<file path="config.mk">
export PLATFORM = sky130hd
export DESIGN_NAME = tmr_unit
export DESIGN_NICKNAME = d
export VERILOG_FILES = /design/src/rtl/tmr_pkg.sv /design/src/rtl/tmr_divider.sv /design/src/rtl/tmr_edge_sel.sv /design/src/rtl/tmr_reload_fsm.sv /design/src/rtl/tmr_unit.sv
export SDC_FILE = /design/constraint.sdc
export NUM_CORES = 1
export LEC_CHECK = 0
export BUFFER_PORTS_ARGS = -buffer_cell sky130_fd_sc_hd__buf_2
export CAP_MARGIN = 20
export CORE_UTILIZATION = 45
export DETAILED_ROUTE_END_ITERATION = 8
export PLACE_DENSITY = 0.67
export SYNTH_ARGS = -nofsm -noshare
export SYNTH_HDL_FRONTEND = slang
export SYNTH_SLANG_ARGS = --single-unit
</file>
<file path="constraint.sdc">
create_clock -name clk -period 4.68 [get_ports clk]
set_input_delay 0.702 -clock clk [delete_from_list [all_inputs] [get_ports clk]]
set_output_delay 0.702 -clock clk [all_outputs]
set_load 0.005 [all_outputs]
</file>
<file path="src/rtl/tmr_pkg.sv">
package tmr_pkg;

    typedef enum logic [1:0] {
        RL_RUNNING   = 2'd0,
        RL_RELOADING = 2'd1,
        RL_RELOADED  = 2'd2
    } reload_state_e;

    localparam logic [1:0] REG_DIV = 2'd0;
    localparam logic [1:0] REG_CNT = 2'd1;
    localparam logic [1:0] REG_MOD = 2'd2;
    localparam logic [1:0] REG_CTL = 2'd3;

    // Divider bit whose fall advances the counter: half of the selected period.
    function automatic int unsigned period_bit(input logic [1:0] sel);
        return (sel == 2'd0) ? 9 : (2 * int'(sel) + 1);
    endfunction

endpackage

</file>
<file path="src/rtl/tmr_divider.sv">
module tmr_divider #(
    parameter int DIV_W   = 16,
    parameter int STEP    = 4,
    parameter int SEQ_BIT = 12
) (
    input  logic             clk,
    input  logic             rst_n,
    input  logic             clear,
    input  logic             double_speed,
    output logic [DIV_W-1:0] div_q,
    output logic [DIV_W-1:0] div_nxt,
    output logic             seq_tick
);
    localparam int SEQ_DS = SEQ_BIT + 1;

    logic seq_old;
    logic seq_new;

    always_comb begin
        div_nxt = clear ? '0 : div_q + DIV_W'(STEP);
        seq_old = double_speed ? div_q[SEQ_DS]   : div_q[SEQ_BIT];
        seq_new = double_speed ? div_nxt[SEQ_DS] : div_nxt[SEQ_BIT];
    end

    always_ff @(posedge clk) begin
        if (!rst_n) begin
            div_q    <= '0;
            seq_tick <= 1'b0;
        end else begin
            div_q    <= div_nxt;
            seq_tick <= seq_old & ~seq_new;
        end
    end

endmodule

</file>
<file path="src/rtl/tmr_edge_sel.sv">
module tmr_edge_sel #(
    parameter int DIV_W = 16
) (
    input  logic [DIV_W-1:0] div_cur,
    input  logic [DIV_W-1:0] div_nxt,
    input  logic [2:0]       ctl_cur,
    input  logic [2:0]       ctl_nxt,
    output logic             inc
);
    import tmr_pkg::*;

    localparam int IDX_W = $clog2(DIV_W);

    // Enable gated with the selected divider bit; a fall of this signal is one count.
    function automatic logic tap(input logic [DIV_W-1:0] d, input logic [2:0] c);
        logic [IDX_W-1:0] idx;
        idx = IDX_W'(period_bit(c[1:0]));
        return c[2] & d[idx];
    endfunction

    logic tap_cur;
    logic tap_nxt;

    always_comb begin
        tap_cur = tap(div_cur, ctl_cur);
        tap_nxt = tap(div_nxt, ctl_nxt);
        inc     = tap_cur & ~tap_nxt;
    end

endmodule

</file>
<file path="src/rtl/tmr_reload_fsm.sv">
module tmr_reload_fsm #(
    parameter int DATA_W = 8
) (
    input  logic                   clk,
    input  logic                   rst_n,
    input  logic                   inc,
    input  logic                   wr_cnt,
    input  logic                   wr_mod,
    input  logic [DATA_W-1:0]      wr_data,
    input  logic [DATA_W-1:0]      mod_q,
    output logic [DATA_W-1:0]      cnt_q,
    output tmr_pkg::reload_state_e state_q,
    output logic                   irq_q
);
    import tmr_pkg::*;

    reload_state_e     state_d;
    logic [DATA_W-1:0] cnt_d;
    logic              irq_d;
    logic [DATA_W-1:0] reload_val;

    always_ff @(posedge clk) begin
        if (!rst_n) begin
            state_q <= RL_RUNNING;
            cnt_q   <= '0;
            irq_q   <= 1'b0;
        end else begin
            state_q <= state_d;
            cnt_q   <= cnt_d;
            irq_q   <= irq_d;
        end
    end

    always_comb begin
        state_d    = state_q;
        cnt_d      = cnt_q;
        irq_d      = 1'b0;
        reload_val = wr_mod ? wr_data : mod_q;
        unique case (state_q)
            RL_RELOADING: begin
                if (wr_cnt) begin
                    // cancel
                    cnt_d   = wr_data;
                    state_d = RL_RUNNING;
                end else begin
                    // reload
                    cnt_d   = reload_val;
                    irq_d   = 1'b1;
                    state_d = RL_RELOADED;
                end
            end
            RL_RUNNING, RL_RELOADED: begin
                // settle out of Reloaded; software writes lose to the load there
                state_d = RL_RUNNING;
                if (wr_cnt && (state_q == RL_RUNNING)) begin
                    cnt_d = wr_data;
                end else if (inc) begin
                    if (cnt_q == '1) begin
                        // overflow
                        cnt_d   = '0;
                        state_d = RL_RELOADING;
                    end else begin
                        cnt_d = cnt_q + 1'b1;
                    end
                end
            end
            default: state_d = RL_RUNNING;
        endcase
    end

endmodule

</file>
<file path="src/rtl/tmr_unit.sv">
module tmr_unit #(
    parameter int DIV_W   = 16,
    parameter int DATA_W  = 8,
    parameter int STEP    = 4,
    parameter int SEQ_BIT = 12
) (
    input  logic              clk,
    input  logic              rst_n,
    input  logic [1:0]        bus_addr,
    input  logic              bus_wr,
    input  logic [DATA_W-1:0] bus_wdata,
    output logic [DATA_W-1:0] bus_rdata,
    input  logic              double_speed,
    output logic              timer_irq,
    output logic              seq_tick
);
    import tmr_pkg::*;

    localparam int CTL_W = 3;
    localparam int PAD_W = DATA_W - CTL_W;

    logic              wr_div, wr_cnt, wr_mod, wr_ctl;
    logic [DIV_W-1:0]  div_q, div_nxt;
    logic [DATA_W-1:0] mod_q, cnt_q;
    logic [CTL_W-1:0]  ctl_q, ctl_nxt;
    logic              inc;
    reload_state_e     rl_state;

    always_comb begin
        wr_div  = bus_wr && (bus_addr == REG_DIV);
        wr_cnt  = bus_wr && (bus_addr == REG_CNT);
        wr_mod  = bus_wr && (bus_addr == REG_MOD);
        wr_ctl  = bus_wr && (bus_addr == REG_CTL);
        ctl_nxt = wr_ctl ? bus_wdata[CTL_W-1:0] : ctl_q;
    end

    always_ff @(posedge clk) begin
        if (!rst_n) begin
            mod_q <= '0;
            ctl_q <= '0;
        end else begin
            if (wr_mod) mod_q <= bus_wdata;
            ctl_q <= ctl_nxt;
        end
    end

    tmr_divider #(.DIV_W(DIV_W), .STEP(STEP), .SEQ_BIT(SEQ_BIT)) div_i (
        .clk          (clk),
        .rst_n        (rst_n),
        .clear        (wr_div),
        .double_speed (double_speed),
        .div_q        (div_q),
        .div_nxt      (div_nxt),
        .seq_tick     (seq_tick)
    );

    tmr_edge_sel #(.DIV_W(DIV_W)) edge_i (
        .div_cur (div_q),
        .div_nxt (div_nxt),
        .ctl_cur (ctl_q),
        .ctl_nxt (ctl_nxt),
        .inc     (inc)
    );

    tmr_reload_fsm #(.DATA_W(DATA_W)) fsm_i (
        .clk     (clk),
        .rst_n   (rst_n),
        .inc     (inc),
        .wr_cnt  (wr_cnt),
        .wr_mod  (wr_mod),
        .wr_data (bus_wdata),
        .mod_q   (mod_q),
        .cnt_q   (cnt_q),
        .state_q (rl_state),
        .irq_q   (timer_irq)
    );

    always_comb begin
        unique case (bus_addr)
            REG_DIV: bus_rdata = div_q[DIV_W-1 -: DATA_W];
            REG_CNT: bus_rdata = cnt_q;
            REG_MOD: bus_rdata = mod_q;
            default: bus_rdata = {{PAD_W{1'b1}}, ctl_q};
        endcase
    end

endmodule

</file>
## Word level (Yosys, flattened, before mapping)

Index checks and enable logic that the tools add are counted.
W data, S select, Z words.

| word-level totals | value |
|---|---|
| bits in latches | 0 |
| logic and storage cells | 62 |
| memory bits (read-only) | 0 |
| register bits | 39 |
| memories kept | 0 |
| memory bits (writable) | 0 |

| cells by class | value |
|---|---|
| bitwise operators | 6 |
| reductions and logical operators | 13 |
| divide/modulo/power cells | 0 |
| multipliers | 0 |
| add/sub/neg operators | 4 |
| shifts and indexed selects | 0 |
| muxes and demuxes | 23 |
| magnitude comparators | 2 |
| equal/unequal tests | 7 |

Operators with widths:

| cell | count |
|---|---|
| $mux W8 | 5 |
| $pmux W8 S3 | 1 |
| $add A16 B3 Y16 const B | 1 |
| $mux W16 | 1 |
| $pmux W8 S2 | 1 |
| $lt A4 B5 Y1 const B | 2 |
| $add A3 B1 Y4 const B | 2 |
| $add A8 B1 Y8 const B | 1 |
| $bmux W1 S4 | 2 |
| $eq A8 B8 Y1 const B | 1 |
| $logic_not A2 Y1 | 4 |
| $mux W4 | 2 |
| $eq A2 B2 Y1 const B | 3 |
| $mux W1 | 6 |
| $mux W2 | 3 |
| $logic_and A1 B1 Y1 | 5 |
| $and A1 B1 Y1 | 4 |
| $eq A2 B1 Y1 const B | 2 |
| $pmux W2 S2 | 1 |
| $reduce_and A2 Y1 | 2 |
| $mux W3 | 1 |
| $ne A3 B2 Y1 const B | 1 |
| $not A1 Y1 | 2 |
| $reduce_bool A2 Y1 | 1 |
| $reduce_or A2 Y1 | 1 |

## Logic depth before layout (Yosys ltp)

| logic depth | value |
|---|---|
| word-level depth | 13 |
| mapped depth | 9 |
| gate-level depth less buffers | 7 |

## Hierarchy

A second synthesis with hierarchy kept.

| second synthesis, totals | value |
|---|---|
| cells, all modules | 273 |
| area total of the unflattened synthesis | 2467.4 sq um |

By module, submodules not included:

| module | instances | area each (sq um) | cells each |
|---|---|---|---|
| tmr_divider | 1 | 893.4 | 105 |
| tmr_reload_fsm | 1 | 805.8 | 97 |
| tmr_unit | 1 | 710.7 | 67 |
| tmr_edge_sel | 1 | 57.6 | 4 |

## Worst setup path after synthesis

No wires, ideal clock.

| timing path | value |
|---|---|
| kind | input port to output port |
| start point | in bus_addr[1] |
| end point | out bus_rdata[1] |
| cell stages on the path | 3 |
| slack | 2.266 ns |
| arrival time | 1.712 ns |
| cell sequence | buf_6 -> clkbuf_1 -> mux4_2 |

| between the ends | value |
|---|---|
| word-level cells in the longest chain between the ends | 2 |
| elaborated cells on any way between the ends | 4 |

RTL lines:

| what | RTL line | text |
|---|---|---|
| start: declaration | tmr_unit.sv:9 | `input logic [1:0] bus_addr,` |
| $eq A2 B2 Y1 (tied with other cells) | tmr_unit.sv:79 | `unique case (bus_addr)` |
| $pmux W8 S3 (*) | tmr_unit.sv:79 |  |
| end: declaration | tmr_unit.sv:12 | `output logic [DATA_W-1:0] bus_rdata,` |

Mark *: on every way between the ends. The rest lies on a longest branch, timed or not.

## Worst setup path in the final report

| timing path | value |
|---|---|
| start point | in bus_addr[1] |
| end point | reg fsm_i.cnt_q[4] |

| between the ends | value |
|---|---|
| word-level cells in the longest chain between the ends | 12 |
| elaborated cells on any way between the ends | 25 |

RTL lines:

| what | RTL line | text |
|---|---|---|
| $eq A2 B2 Y1 | tmr_unit.sv:33 | `wr_ctl = bus_wr && (bus_addr == REG_CTL);` |
| $logic_and A1 B1 Y1 | tmr_unit.sv:33 |  |
| $mux W3 | tmr_unit.sv:34 | `ctl_nxt = wr_ctl ? bus_wdata[CTL_W-1:0] : ctl_q;` |
| $add A3 B1 Y4 / $logic_not A2 Y1 (equally long branches) | tmr_pkg.sv:16 | `return (sel == 2'd0) ? 9 : (2 * int'(sel) + 1);` |
| $mux W4 | tmr_pkg.sv:16 |  |
| $bmux W1 S4 | tmr_edge_sel.sv:18 | `return c[2] & d[idx];` |
| $mux W1 (implied by the code) | tmr_edge_sel.sv:18 |  |
| $and A1 B1 Y1 | tmr_edge_sel.sv:18 |  |
| $not A1 Y1 | tmr_edge_sel.sv:27 | `inc = tap_cur & ~tap_nxt;` |
| $and A1 B1 Y1 | tmr_edge_sel.sv:27 |  |
| $ne A3 B2 Y1 (no source line) | n/a |  |
| $reduce_and A2 Y1 (no source line) | n/a |  |
| end signal: assignment | tmr_reload_fsm.sv:29 | `cnt_q <= cnt_d;` |
| end: declaration | tmr_reload_fsm.sv:11 | `output logic [DATA_W-1:0] cnt_q,` |

Parallel ways exist; a longest one is shown, timed or not. The select of a mux whose other input is x is not followed.
A chain may end at the register's enable or synchronous reset.

==> impl_results.md <==
* Outcome: finished, final reports clean
* Number of fill cells at roughly 490
* Die height at 73.33 um
* Hold Path Class: flop to flop
* Seq/Total Area, Yosys at about a third
* CTS root buffer: clkbuf_8
* Num CTS Buffers at 5
* # DRC at 0
* VDD IR-drop max at 0.0001149 V
* Maximum level of the CTS H-tree at 2
* Top-area cell type share of the netlist area at between 30% and 40%
* Antenna Cells at 0
* Die Wd at around 73 um
* Crit path kind: primary input to flop
* Reg2reg start: fsm_i.state_q[1]
* Routed vias at approximately 2000
* Final period util at ~59%
* Placed inst area at 2409 sq um
* R2R Path End: fsm_i.cnt_q[4]
* R2R Setup Slk at between 2 and 2.5 ns
* Post-Route Skew at roughly 0.0092 ns
* Post-cts gate resize count at 0
* CTS tree: built
* Post-layout util at 52.10%
* Overall Power at between 0.6 and 0.7 mW
* Num rows at 25
* Cts hold-fix bufs at 0
* Synthesized area at between 2000 and 2500 sq um
* Hold Vio Cnt, Final at 0
* Hold EP: div_i.div_q[2]
* Synthesized area per cell at about 8.7 sq um
* Max cap viols at 0
* Syn-to-layout area delta at 9.618%
* Largest net degree at the start of global routing at 21
* Cell count after synthesis at between 200 and 300
* Vias in the first global route at approximately 1800
* CP Capture Type: flop
* Most frequent cells in the layout: dfxtp_1 (37), nor2_1 (29), buf_2 (23), nand2_1 (20), nand3_1 (17)
* Initial antenna violation count at 0
* Post-synth top area cell: dfxtp_1
* Setup-failing EPs final at 0
* I/O pin cnt at 24
* Multi-input logic area at 1443 sq um
* First-pass GRT wire length at a little over 9 mm
* DR WL/cell at 15.56 um
* PortBufs at 23
* Highest Signal Layer: met4
* DRT Pass-1 Iters at 4
* Rel. slew slack at 41.25%
* Yosys cell types at 56
* Initial core utilization at approximately 48%
* Commonest non-fill, non-tap cell in the layout: dfxtp_1
* Clk sinks at 37
* Peak fanout along the critical path at 20
* Floorplan die area at about 5400 sq um
* Final WL at 5.384 mm
* Register area at roughly 740 sq um
* Asr flop ratio synth at 0%
* Routed Antenna Nets at 0
* Final nets at 294
* Detailed-route vias per instance at around 5.7
* Crit path time final at between 2 and 3 ns
* Clock transition at path regs at 0.08 ns
* Max clock buf depth at 2
* Power density cells at 264.6 nW/um^2
* Share of post-route cells with drive strength above 1 at between 10% and 20%
* GRT Util Overall at about 22%
* CP Launch Type: primary input
* Gpl congestion at just under 0.9
* Post-CTS Setup Repair Bufs at 0
* Leak at ~0.95 nW
* Post-route setup TNS at 0 ns
* Number of cells on the worst reg-to-reg path at 6
* Wire length on met1 at between 2 and 3 mm
* Dpl hpwl at 3.917 mm
* HP Start: div_i.div_q[2]
* Max Fclk at about 0.36 GHz
* Core area at slightly below 5000 sq um
* Min-Delay Path Depth at 1
* Ys flop type: dfxtp_1
* Final slew viol count at 0
* CP Data Arrival Time at 2.98 ns
* Synth area leaders: dfxtp_1 (32%), mux2_2 (4.9%), nor2_1 (4.8%)
* Global route overflow at 0
* #FFs+latches synth at 37
* Final instance area at about 2500 sq um
* Initial drt markers at 114
* Clk Latency, worst-skew pair at between 0.2 and 0.3 ns
* DR WL met3 at between 200 and 250 um
* Warnings from Yosys at 0
* Worst path required time at between 4 and 5 ns
* Worst hold margin at approximately 0.5 ns
* Met2 routed wirelength at 2.498 mm
* Post-synth net total at around 280
* Post-synth EDFFs at 0
* RSZ-0062 raised after global routing: false
* Least-Margin Pin Slew at roughly 0.88 ns
## cell type report
cell class	instances	area share [%]
inverters	7	1.047
repair buffers	23	4.586
flip-flops and latches	37	29.51
multi-input cells	204	57.48
clock inverters	1	0.1994
clock buffers	7	3.838
well taps	67	3.340
## critical path, cell delays in order
cell and delay [ns]:
buf_2 0.36, nand4bb_1 0.41, o21ai_2 0.18, a21o_1 0.20, o32ai_2 0.72, nor4_1 0.14
a211oi_1 0.25
## how the worst max path moves through the flow
stage               slack (ns)  cells after the start              to        start
global placement          1.76                      7  fsm_i.cnt_q[4]  bus_addr[1]
global route              1.77                      7  fsm_i.cnt_q[4]  bus_addr[1]
detailed placement        1.66                      7  fsm_i.cnt_q[4]  bus_addr[1]
floorplan                 2.27                      3    bus_rdata[1]  bus_addr[1]
finish                    1.91                      7  fsm_i.cnt_q[4]  bus_addr[1]
CTS                       1.97                      7  fsm_i.cnt_q[4]  bus_addr[1]
## cells in the mapped netlist (2+ instances only)
library cell and count:
a211oi_1 2, a21oi_1 6, and2_1 2, buf_4 2
buf_6 2, clkbuf_1 9, dfxtp_1 37, ha_1 2
inv_1 7, mux2_2 10, mux2i_1 10, mux4_2 3
nand2_1 20, nand2b_1 4, nand3_1 17, nand4_1 4
nor2_1 29, nor3_1 11, nor4_1 3, o2111a_1 2
o211ai_1 8, o21a_1 11, o21ai_0 3, o21ai_1 7
o21bai_1 2, o22a_1 5, or3_1 2, xnor2_1 7
xor2_1 9
## power breakdown
group | leakage, nW | internal [mW] | switching, mW | total (mW)
Clock | 0.0542 | 0.133 | 0.116 | 0.249
Combinational | 0.597 | 0.0358 | 0.0481 | 0.0839
Sequential | 0.300 | 0.322 | 0.00951 | 0.331
## sequential cells by signal (all words and copies together), names as in the netlist
name / cells
fsm_i.cnt_q: 8
ctl_q: 3
fsm_i.irq_q: 1
div_i.div_q: 14
div_i.seq_tick: 1
fsm_i.state_q: 2
mod_q: 8
## metal layers
metal | vias up | global-route usage (%)
li1 | 990 | -
met4 | 0 | 7.906
met2 | 49 | 34.67
met1 | 919 | 30.91
met5 | - | 0
met3 | 6 | 4.252
## stage by stage
step                      cells  setup slack [ns]
after detailed placement    338             1.661
after global routing        346             1.774
final                       346             1.906
after floorplan             263             2.266
after global placement      338             1.763
after CTS                   346             1.965
## kinds of logic after synthesis
logic type / synth area share [%]
AO/OA/AOI/OAI: 20.27
XOR/XNOR: 6.120
adder cells (fa/ha/maj): 1.093
buffers and inverters: 4.644
flip-flops: 32.35
multiplexers: 13.22
AND/OR/NAND/NOR: 22.29
Power figures use the tool's default switching activity.
